--- config.mk ---
export PLATFORM = sky130hd
export DESIGN_NAME = uart_rx_tagged
export DESIGN_NICKNAME = d
export VERILOG_FILES = /design/src/rtl/rx_pkg.sv /design/src/rtl/rx_line_sync.sv /design/src/rtl/rx_framer.sv /design/src/rtl/rx_store.sv /design/src/rtl/uart_rx_tagged.sv
export SDC_FILE = /design/constraint.sdc
export NUM_CORES = 1
export LEC_CHECK = 0
export BUFFER_PORTS_ARGS = -buffer_cell sky130_fd_sc_hd__buf_4
export CORE_MARGIN = 1
export CORE_UTILIZATION = 30
export DETAILED_ROUTE_END_ITERATION = 6
export PLACE_DENSITY = 0.51
export SYNTH_ARGS = -nofsm -noshare
export SYNTH_HDL_FRONTEND = slang
export SYNTH_HIERARCHICAL = 1
export SYNTH_SLANG_ARGS = --single-unit
--- constraint.sdc ---
create_clock -name clk -period 2.08 [get_ports clk]
set_clock_uncertainty 0.1 [all_clocks]
set_input_delay 0.416 -clock clk [delete_from_list [all_inputs] [get_ports clk]]
set_output_delay 0.416 -clock clk [all_outputs]
set_load 0.03 [all_outputs]
--- src/rtl/rx_pkg.sv ---
package rx_pkg;
  localparam int DATA_W = 9;
  localparam int WORD_W = 16;

  typedef enum logic [2:0] {
    S_HUNT, S_START, S_DATA, S_PAR, S_STOP, S_WAITHI
  } rx_state_e;

  // Bring a requested data length into the supported 5..9 range.
  function automatic logic [3:0] clamp_bits(input logic [3:0] b);
    if (b < 4'd5) return 4'd5;
    if (b > 4'd9) return 4'd9;
    return b;
  endfunction

  // Parity bit a sender must transmit; odd=1 selects odd parity.
  function automatic logic par_expect(input logic [DATA_W-1:0] d, input logic odd);
    return (^d) ^ odd;
  endfunction

  // Stored word: framing error on top, parity error below it, data at the bottom.
  function automatic logic [WORD_W-1:0] pack_word(input logic [DATA_W-1:0] d,
                                                  input logic pe, input logic fe);
    return {fe, pe, 5'b0, d};
  endfunction
endpackage

--- src/rtl/rx_line_sync.sv ---
module rx_line_sync #(
  parameter int STAGES = 2
) (
  input  logic clk,
  input  logic rst_n,
  input  logic rxd,
  output logic line
);
  logic [STAGES-1:0] q;

  always_ff @(posedge clk or negedge rst_n) begin
    if (!rst_n) q <= '1;
    else        q <= {q[STAGES-2:0], rxd};
  end

  assign line = q[STAGES-1];
endmodule

--- src/rtl/rx_framer.sv ---
module rx_framer
  import rx_pkg::*;
#(
  parameter int OSR = 16
) (
  input  logic              clk,
  input  logic              rst_n,
  input  logic              en,
  input  logic              tick,
  input  logic              line,
  input  logic [3:0]        cfg_bits,
  input  logic [1:0]        cfg_par,
  output logic              frame_done,
  output logic [WORD_W-1:0] frame_word
);
  localparam int CW  = $clog2(OSR);
  localparam int MID = OSR / 2;

  rx_state_e         state_q;
  logic [CW-1:0]     cnt_q;
  logic [3:0]        idx_q;
  logic [DATA_W-1:0] data_q;
  logic              perr_q;
  logic [3:0]        nbits;
  logic              mid_tick;
  logic              bit_tick;

  assign nbits    = clamp_bits(cfg_bits);
  assign mid_tick = tick && (cnt_q == CW'(MID - 1));
  assign bit_tick = tick && (cnt_q == CW'(OSR - 1));

  always_ff @(posedge clk or negedge rst_n) begin
    if (!rst_n) begin
      state_q    <= S_HUNT;
      cnt_q      <= '0;
      idx_q      <= '0;
      data_q     <= '0;
      perr_q     <= 1'b0;
      frame_done <= 1'b0;
      frame_word <= '0;
    end else begin
      frame_done <= 1'b0;
      if (!en) begin
        state_q <= S_HUNT;
      end else begin
        case (state_q)
          S_HUNT: if (tick && !line) begin
            state_q <= S_START;
            cnt_q   <= CW'(1);
          end
          S_START: if (tick) begin
            if (mid_tick) begin
              if (line) state_q <= S_HUNT;
              else begin
                state_q <= S_DATA;
                cnt_q   <= '0;
                idx_q   <= '0;
                data_q  <= '0;
                perr_q  <= 1'b0;
              end
            end else cnt_q <= cnt_q + CW'(1);
          end
          S_DATA: if (tick) begin
            if (bit_tick) begin
              cnt_q         <= '0;
              data_q[idx_q] <= line;
              idx_q         <= idx_q + 4'd1;
              if (idx_q == nbits - 4'd1) state_q <= cfg_par[1] ? S_PAR : S_STOP;
            end else cnt_q <= cnt_q + CW'(1);
          end
          S_PAR: if (tick) begin
            if (bit_tick) begin
              cnt_q   <= '0;
              perr_q  <= line != par_expect(data_q, cfg_par[0]);
              state_q <= S_STOP;
            end else cnt_q <= cnt_q + CW'(1);
          end
          S_STOP: if (tick) begin
            if (bit_tick) begin
              cnt_q      <= '0;
              frame_done <= 1'b1;
              frame_word <= pack_word(data_q, perr_q, !line);
              state_q    <= line ? S_HUNT : S_WAITHI;
            end else cnt_q <= cnt_q + CW'(1);
          end
          S_WAITHI: if (line) state_q <= S_HUNT;
          default: state_q <= S_HUNT;
        endcase
      end
    end
  end

  // a start that is high again at mid-bit is dropped
  assert_start_reject_R6: assert property (@(posedge clk) disable iff (!rst_n)
    (en && state_q == S_START && mid_tick && line) |=> state_q == S_HUNT);
  // a low first stop bit yields a word tagged with a framing error
  assert_stop_ferr_R4: assert property (@(posedge clk) disable iff (!rst_n)
    (en && state_q == S_STOP && bit_tick && !line) |=> (frame_done && frame_word[15]));
  // one completion pulse per frame
  assert_done_single_R2: assert property (@(posedge clk) disable iff (!rst_n)
    frame_done |=> !frame_done);
endmodule

--- src/rtl/rx_store.sv ---
module rx_store
  import rx_pkg::*;
#(
  parameter int DEPTH = 2
) (
  input  logic              clk,
  input  logic              rst_n,
  input  logic              push,
  input  logic [WORD_W-1:0] push_word,
  input  logic              pop,
  input  logic [1:0]        flag_clr,
  input  logic [1:0]        flag_set,
  output logic [WORD_W-1:0] rd_word,
  output logic              data_valid,
  output logic [1:0]        irq_flags
);
  localparam int PW = $clog2(DEPTH);
  localparam int NW = $clog2(DEPTH + 1);

  logic [WORD_W-1:0] mem [DEPTH];
  logic [PW-1:0]     wr_q, rd_q;
  logic [NW-1:0]     count_q;
  logic              full, pop_ok, accept, ovf;

  assign full       = count_q == NW'(DEPTH);
  assign pop_ok     = pop && (count_q != '0);
  assign accept     = push && (!full || pop);
  assign ovf        = push && full && !pop;
  assign data_valid = count_q != '0;
  assign rd_word    = data_valid ? mem[rd_q] : '0;

  function automatic logic [PW-1:0] next_ptr(input logic [PW-1:0] p);
    return (p == PW'(DEPTH - 1)) ? '0 : p + PW'(1);
  endfunction

  always_ff @(posedge clk or negedge rst_n) begin
    if (!rst_n) begin
      wr_q      <= '0;
      rd_q      <= '0;
      count_q   <= '0;
      irq_flags <= '0;
      for (int i = 0; i < DEPTH; i++) mem[i] <= '0;
    end else begin
      if (accept) begin
        mem[wr_q] <= push_word;
        wr_q      <= next_ptr(wr_q);
      end
      if (pop_ok) rd_q <= next_ptr(rd_q);
      count_q   <= count_q + NW'(accept) - NW'(pop_ok);
      irq_flags <= (irq_flags & ~flag_clr) | flag_set | {ovf, accept};
    end
  end

  // a word into a full buffer is dropped and flagged
  assert_no_overflow_R8: assert property (@(posedge clk) disable iff (!rst_n)
    (push && full && !pop) |=> (count_q == NW'(DEPTH) && irq_flags[1]));
  // occupancy never exceeds the depth
  assert_count_bound_R7: assert property (@(posedge clk) disable iff (!rst_n)
    count_q <= NW'(DEPTH));
  // popping the last word empties the buffer
  assert_pop_last_R7: assert property (@(posedge clk) disable iff (!rst_n)
    (pop && count_q == NW'(1) && !push) |=> !data_valid);
  // a set strobe always lands
  assert_flag_set_R9: assert property (@(posedge clk) disable iff (!rst_n)
    flag_set[0] |=> irq_flags[0]);
endmodule

--- src/rtl/uart_rx_tagged.sv ---
module uart_rx_tagged
  import rx_pkg::*;
#(
  parameter int OSR         = 16,
  parameter int DEPTH       = 2,
  parameter int SYNC_STAGES = 2
) (
  input  logic        clk,
  input  logic        rst_n,
  input  logic        tick16,
  input  logic        rxd,
  input  logic        cmd_rx_on,
  input  logic        cmd_rx_off,
  input  logic [3:0]  cfg_bits,
  input  logic [1:0]  cfg_par,
  input  logic        rd_pop,
  input  logic [1:0]  flag_clr,
  input  logic [1:0]  flag_set,
  output logic [15:0] rd_word,
  output logic        data_valid,
  output logic [1:0]  irq_flags,
  output logic        rx_enabled
);
  logic              line;
  logic              frame_done;
  logic [WORD_W-1:0] frame_word;

  always_ff @(posedge clk or negedge rst_n) begin
    if (!rst_n)          rx_enabled <= 1'b0;
    else if (cmd_rx_off) rx_enabled <= 1'b0;
    else if (cmd_rx_on)  rx_enabled <= 1'b1;
  end

  rx_line_sync #(.STAGES(SYNC_STAGES)) u_sync (
    .clk(clk), .rst_n(rst_n), .rxd(rxd), .line(line)
  );

  rx_framer #(.OSR(OSR)) u_framer (
    .clk(clk), .rst_n(rst_n), .en(rx_enabled), .tick(tick16), .line(line),
    .cfg_bits(cfg_bits), .cfg_par(cfg_par),
    .frame_done(frame_done), .frame_word(frame_word)
  );

  rx_store #(.DEPTH(DEPTH)) u_store (
    .clk(clk), .rst_n(rst_n), .push(frame_done), .push_word(frame_word),
    .pop(rd_pop), .flag_clr(flag_clr), .flag_set(flag_set),
    .rd_word(rd_word), .data_valid(data_valid), .irq_flags(irq_flags)
  );

  // the off command wins and disables the receiver
  assert_off_wins_R10: assert property (@(posedge clk) disable iff (!rst_n)
    cmd_rx_off |=> !rx_enabled);
endmodule

# Word-level counts from Yosys, hierarchy flattened
# Cells that the tools add are included.
[classes] addsub=7 order_cmp=7 n_eq_ne=31 n_mux=65 bitwise=7 reduce_logical=26
[ops] operator="$mux W16" n=5
[ops] operator="$mux W4" n=14
[ops] operator="$mux W9" n=5
[ops] operator="$mux W3" n=14
[ops] operator="$bwmux W32" n=1
[ops] operator="$ne A3 B2 Y1 const B" n=6
[ops] operator="$ne A3 B3 Y1 const B" n=6
[ops] operator="$pmux W3 S6" n=1
[ops] operator="$pmux W9 S2" n=1
[ops] operator="$mux W1" n=17
[ops] operator="$demux W16 S1" n=1
[ops] operator="$reduce_and A7 Y1" n=2
[ops] operator="$pmux W4 S3" n=1
[ops] operator="$reduce_and A11 Y1" n=1
[ops] operator="$ne A2 B1 Y1 const B" n=5
[ops] operator="$bwmux W9" n=1
[ops] operator="$logic_and A1 B1 Y1" n=9
[ops] operator="$reduce_xor A9 Y1" n=1
[ops] operator="$add A4 B1 Y4 const B" n=2
[ops] operator="$ne A2 B2 Y1 const B" n=4
[ops] operator="$pmux W4 S2" n=1
[ops] operator="$reduce_bool A2 Y1" n=4
[ops] operator="$eq A3 B2 Y1 const B" n=2
[ops] operator="$eq A3 B3 Y1 const B" n=2
[ops] operator="other kinds (31)" n=37
[totals] register_bits=74 input_bits=17 output_inout_bits=20 wordCells=158

# Longest topological paths before layout
[logic_depth] depth_word=12 ltp_mapped=9 depth_no_buf=9

# By module
# The synthesis kept the hierarchy.
[by_module_without_submodules] mod="rx_framer" instances=1 cells_per_inst=223 area_each_um2=2044.5 seq_area_each_um2=825.8
[by_module_without_submodules] mod="rx_store" instances=1 cells_per_inst=130 area_each_um2=1774.2 seq_area_each_um2=950.9
[by_module_without_submodules] mod="rx_line_sync" instances=1 cells_per_inst=2 area_each_um2=52.6 seq_area_each_um2=52.6
[by_module_without_submodules] mod="uart_rx_tagged" instances=1 cells_per_inst=2 area_each_um2=35.0 seq_area_each_um2=25.0

# Worst setup path before layout
# Ideal clock, no wire load.
[synth_path] path_kind="in2reg" from="input port cfg_bits[1]" to="register u_framer.state_q[2]" setup_ns=0.119 arrival_ns=2.054 required_ns=1.861 setup_slack_ns=-0.193 path_stages=9 n_path_buf=0 path_cell_list="or3b_1 a21oi_1 ha_1 xnor2_1 nor3_1 a31o_2 a31oi_1 nor2_1 o21a_1"
[synth_via] elab_chain_cells=9 word_cells_on_any_way=12 cone_classes="1 x add/sub; 2 x order compare; 2 x eq/ne; 6 x mux; 1 x reduce/logical"
[synth_rtl] item="start, declared" line_no="uart_rx_tagged.sv:14" text="input logic [3:0] cfg_bits,"
[synth_rtl] item="$gt A4 B4 Y1" line_no="rx_pkg.sv:12" text="if (b > 4'd9) return 4'd9;"
[synth_rtl] item="$mux W1 (2 in series)" line_no="rx_pkg.sv:12"
[synth_rtl] item="$mux W4" line_no="rx_pkg.sv:13" text="return b;"
[synth_rtl] item="$mux W4 (*)" line_no="rx_pkg.sv:12"
[synth_rtl] item="$sub A4 B1 Y4 (*)" line_no="rx_framer.sv:68" text="if (idx_q == nbits - 4'd1) state_q <= cfg_par[1] ? S_PAR : S_STOP;"
[synth_rtl] item="$eq A4 B4 Y1 (*)" line_no="rx_framer.sv:68"
[synth_rtl] item="$ne A3 B2 Y1 (no line) (*)"
[synth_rtl] item="$reduce_and A11 Y1 (no line) (*)"
[synth_rtl] item="end signal, assigned" line_no="rx_framer.sv:68"
[synth_rtl] item="end signal, assigned" line_no="rx_framer.sv:83" text="state_q <= line ? S_HUNT : S_WAITHI;"
[synth_rtl] item="end, declared" line_no="rx_framer.sv:19" text="rx_state_e state_q;"
# Every way passes the cells marked *; elsewhere a longest branch is shown, timed or not. The select of a mux whose other input is x is not followed.
# A chain may end at the register's enable or synchronous reset.

# Worst setup path in the final report
[layout_path] from="register u_framer.cnt_q[1]" to="register u_framer.state_q[2]"
[layout_via] elab_chain_cells=4 word_cells_on_any_way=9 cone_classes="6 x eq/ne; 3 x reduce/logical"
[layout_rtl] item="start, declared" line_no="rx_framer.sv:20" text="logic [CW-1:0] cnt_q;"
[layout_rtl] item="start signal, assigned" line_no="rx_framer.sv:61" text="end else cnt_q <= cnt_q + CW'(1);"
[layout_rtl] item="start signal, assigned" line_no="rx_framer.sv:69" text="end else cnt_q <= cnt_q + CW'(1);"
[layout_rtl] item="start signal, assigned" line_no="rx_framer.sv:76" text="end else cnt_q <= cnt_q + CW'(1);"
[layout_rtl] item="$eq A4 B4 Y1 / $eq A4 B3 Y1 (equally long branches)" line_no="rx_framer.sv:30, rx_framer.sv:29"
[layout_rtl] item="$logic_and A1 B1 Y1, on equally long branches" line_no="rx_framer.sv:30, rx_framer.sv:29"
[layout_rtl] item="$ne A3 B2 Y1 (no line)"
[layout_rtl] item="$reduce_and A11 Y1 (no line) (*)"
# Every way passes the cells marked *; elsewhere a longest branch is shown, timed or not.

==> results.json <==
{
  "powerDensity_nw_per_um2": 680.5,
  "overflow": 0,
  "first_pass_iters": 4,
  "crit_end": "u_framer/state_q[2]",
  "ant_nets": 0,
  "fp.dieW_um": 116.1,
  "cp_max_fo": 4,
  "cp-end-kind": "flop",
  "highest_layer": "met4",
  "gp_congestion": 0.7806,
  "die-area_um2": 13480,
  "die_y_um": 116.1,
  "initial_core_util": 0.3083,
  "hold_class": "input port to flop",
  "ys_ff_latch": 74,
  "drt_wl_total_um": 7681,
  "clk_latency_ps": 330,
  "clk_pin_slew_ps": 60,
  "rows": 41,
  "via_count": 2711,
  "outcome": "completed",
  "core-area_um2": 12670,
  "wl_per_cell_um": 13.06,
  "required_ps": 2200,
  "cts_buffers": 9,
  "htreeDepth": 3,
  "dpl_cell_area_um2": 4521,
  "finalMaxSlewViolations": 0,
  "stdcell_area_um2": 4837,
  "dpl.cell_count": 570,
  "met3_length_um": 208,
  "cts_tree": "built",
  "synth_top_area_cell": "dfrtp_1",
  "fin_crit_ps": 2001,
  "drv_cap": 0,
  "timing.rr.end": "u_framer/state_q[2]",
  "avgSynthCellArea_um2": 10.94,
  "syn-instance-count": 357,
  "cp-startpoint": "u_framer/cnt_q[1]",
  "pre_cts_slack_ps": -251.8,
  "hold_slack_ps": 93.83,
  "cts_sinks": 74,
  "synth_top_area_frac": 0.4612,
  "seq_area_frac_synth": 0.4747,
  "syn_area_um2": 3906,
  "fin_total_pwr_mw": 3.292,
  "finalSetupViolations": 0,
  "drive_above_1_share": 0.3149,
  "grtUsageTotal": 0.1265,
  "synth.distinct_cells": 51,
  "finalNetCount": 435,
  "r2r_slack_ps": 80,
  "p_leak_nw": 2.196,
  "avgViaCountPerCell": 4.611,
  "vdd_ir_drop_max_mv": 0.3293,
  "clock.fmax_mhz": 499.7,
  "ff2ff_path_depth": 7,
  "wl_met1_um": 3764,
  "dp_hpwl_um": 5446,
  "antenna_found_initial": 0,
  "dr_wl_met2_um": 3640,
  "grt_pass1_vias": 2689,
  "grt_pass1_wl_um": 13200,
  "stdcell_count": 588,
  "setup_ws_ps": 78.84,
  "io_buffers": 36,
  "antennaDiodeCount": 0,
  "startpoint_type": "flop",
  "crit-reg2reg-launch": "u_framer/cnt_q[1]",
  "drc": 0,
  "hold_violations": 0,
  "grt_max_degree": 31,
  "arrival_ps": 2120,
  "ios": 37,
  "cts_max_path_buffers": 2,
  "drtIter0Drc": 117,
  "synthTopCellsByArea": "dfrtp_1 (46%), mux2_2 (6.3%), mux2i_1 (4.4%)",
  "period_share": 0.9621,
  "area_delta_synth_final_pct": 23.83,
  "yosys_warnings": 6,
  "crit_type": "flop to flop",
  "root_buffer": "clkbuf_16"
}
-- layout by cell type (no fill, tap or decap), types with 2 or more instances in the layout --
cell type,n
a21oi_1,14
a21oi_2,2
buf_12,2
buf_4,60
clkbuf_16,9
clkinv_2,2
clkinv_4,2
conb_1,5
dfrtp_1,72
dfstp_2,2
ha_1,5
ha_2,2
inv_1,10
inv_6,2
mux2_1,10
mux2_2,22
mux2_4,10
mux2i_1,17
nand2_1,35
nand2b_1,5
nand3_1,7
nand3b_1,3
nand4_1,2
nor2_1,24
nor2_2,2
nor2b_1,6
nor3_1,5
nor3b_4,2
o21a_1,2
o21ai_0,22
o21ai_1,3
o2bb2ai_1,2
o31a_1,2
o31ai_1,2
o41ai_1,3
or3b_1,2
xnor2_1,13
xor2_1,2
-- cell families after synthesis --
logic type	count (synthesis)	share of synthesized area
simple gates	105	0.1464
flops	74	0.4747
compound gates	60	0.09834
mux	59	0.1742
buf+inv	34	0.04484
xor+xnor	17	0.03812
fa+ha+maj	7	0.02242
other cells	1	0.0009600
-- synthesized netlist by cell type, drive strengths merged --
| cell type | number |
|---|---|
| dfstp | 2 |
| nand3b | 3 |
| conb | 1 |
| and2 | 1 |
| nor4 | 1 |
| nand2b | 6 |
| a31oi | 1 |
| a21oi | 16 |
| and3b | 1 |
| nor3b | 3 |
| nand2 | 35 |
| nand3 | 7 |
| mux2i | 17 |
| and3 | 2 |
| xor2 | 3 |
| o32ai | 2 |
| o41ai | 3 |
| nor2b | 6 |
| o2bb2ai | 2 |
| o311ai | 1 |
| nor4b | 1 |
| o21ba | 1 |
| nor2 | 26 |
| inv | 10 |
| buf | 16 |
| o31a | 2 |
| nor3 | 5 |
| clkbuf | 8 |
| o31ai | 2 |
| a221o | 1 |
| nand4 | 2 |
| o21ai | 25 |
| or3b | 2 |
| nor4bb | 1 |
| dfrtp | 72 |
| a31o | 1 |
| o2111ai | 1 |
| ha | 7 |
| or4 | 1 |
| o21a | 2 |
| or3 | 2 |
| xnor2 | 14 |
| mux2 | 42 |
-- layout make-up --
class                      instances  area [um2]
clock inverter                     7       52.55
tap                              172       215.2
timing repair buffer              63       500.5
inverter                          10       37.54
multi-input combinational        253        1952
clock buffer                       9       225.2
fill                            1274        7834
sequential                        74        1854
-- timing repair --
item,4_1_cts,5_1_grt
buffers inserted,0,1
pin swaps,0,2
resized for setup,1,6
endpoints found under the hold margin,25,0
endpoints found under the setup margin,1,15
hold buffers,1,0
-- report_power, final --
group          internal, mW  leakage, nW  switching [mW]
Clock                 0.815        0.136           0.622
Sequential             1.47        0.997          0.0286
Combinational         0.155         1.06           0.199
-- critical path, cell delays in order, from the launching register on --
cell	delay, ps
dfrtp_1	380
ha_2	220
and3_4	220
and2_1	170
o32ai_2	90
o31a_1	320
o31a_1	290
o21a_1	100
-- layer usage --
layer  up-vias  GRT usage
met2        36     0.1980
met1      1321     0.1706
met3         6    0.03010
met4         0    0.04615
li1       1348          -
met5         -          0
-- through the flow --
step,TNS [ps],util
after global placement,-518.8,0.3568
after global routing,-14.14,0.3818
after CTS,0,0.3796
after detailed placement,-601.2,0.3568
final,0,0.3818
after floorplan,-124.9,-
-- flip-flops by register name, summed over array words and instances, names as in the netlist --
signal	count
u_store/mem	32
u_sync/q	2
u_framer/idx_q	4
u_framer/state_q	3
u_framer/frame_done	1
u_store/wr_q	1
u_framer/data_q	9
u_framer/cnt_q	4
u_store/rd_q	1
rx_enabled	1
u_store/count_q	2
u_framer/perr_q	1
u_framer/frame_word	11
u_store/irq_flags	2
-- how the worst min path moves through the flow --
stage / cells past startpoint / start / to
after floorplan: 0 / rst_n / rx_enabled
after global placement: 0 / u_sync/q[0] / u_sync/q[1]
after detailed placement: 0 / u_sync/q[0] / u_sync/q[1]
after CTS: 1 / rxd / u_sync/q[0]
after global routing: 1 / rxd / u_sync/q[0]
final: 1 / rxd / u_sync/q[0]
No activity file was read; power rests on OpenSTA's default activity.
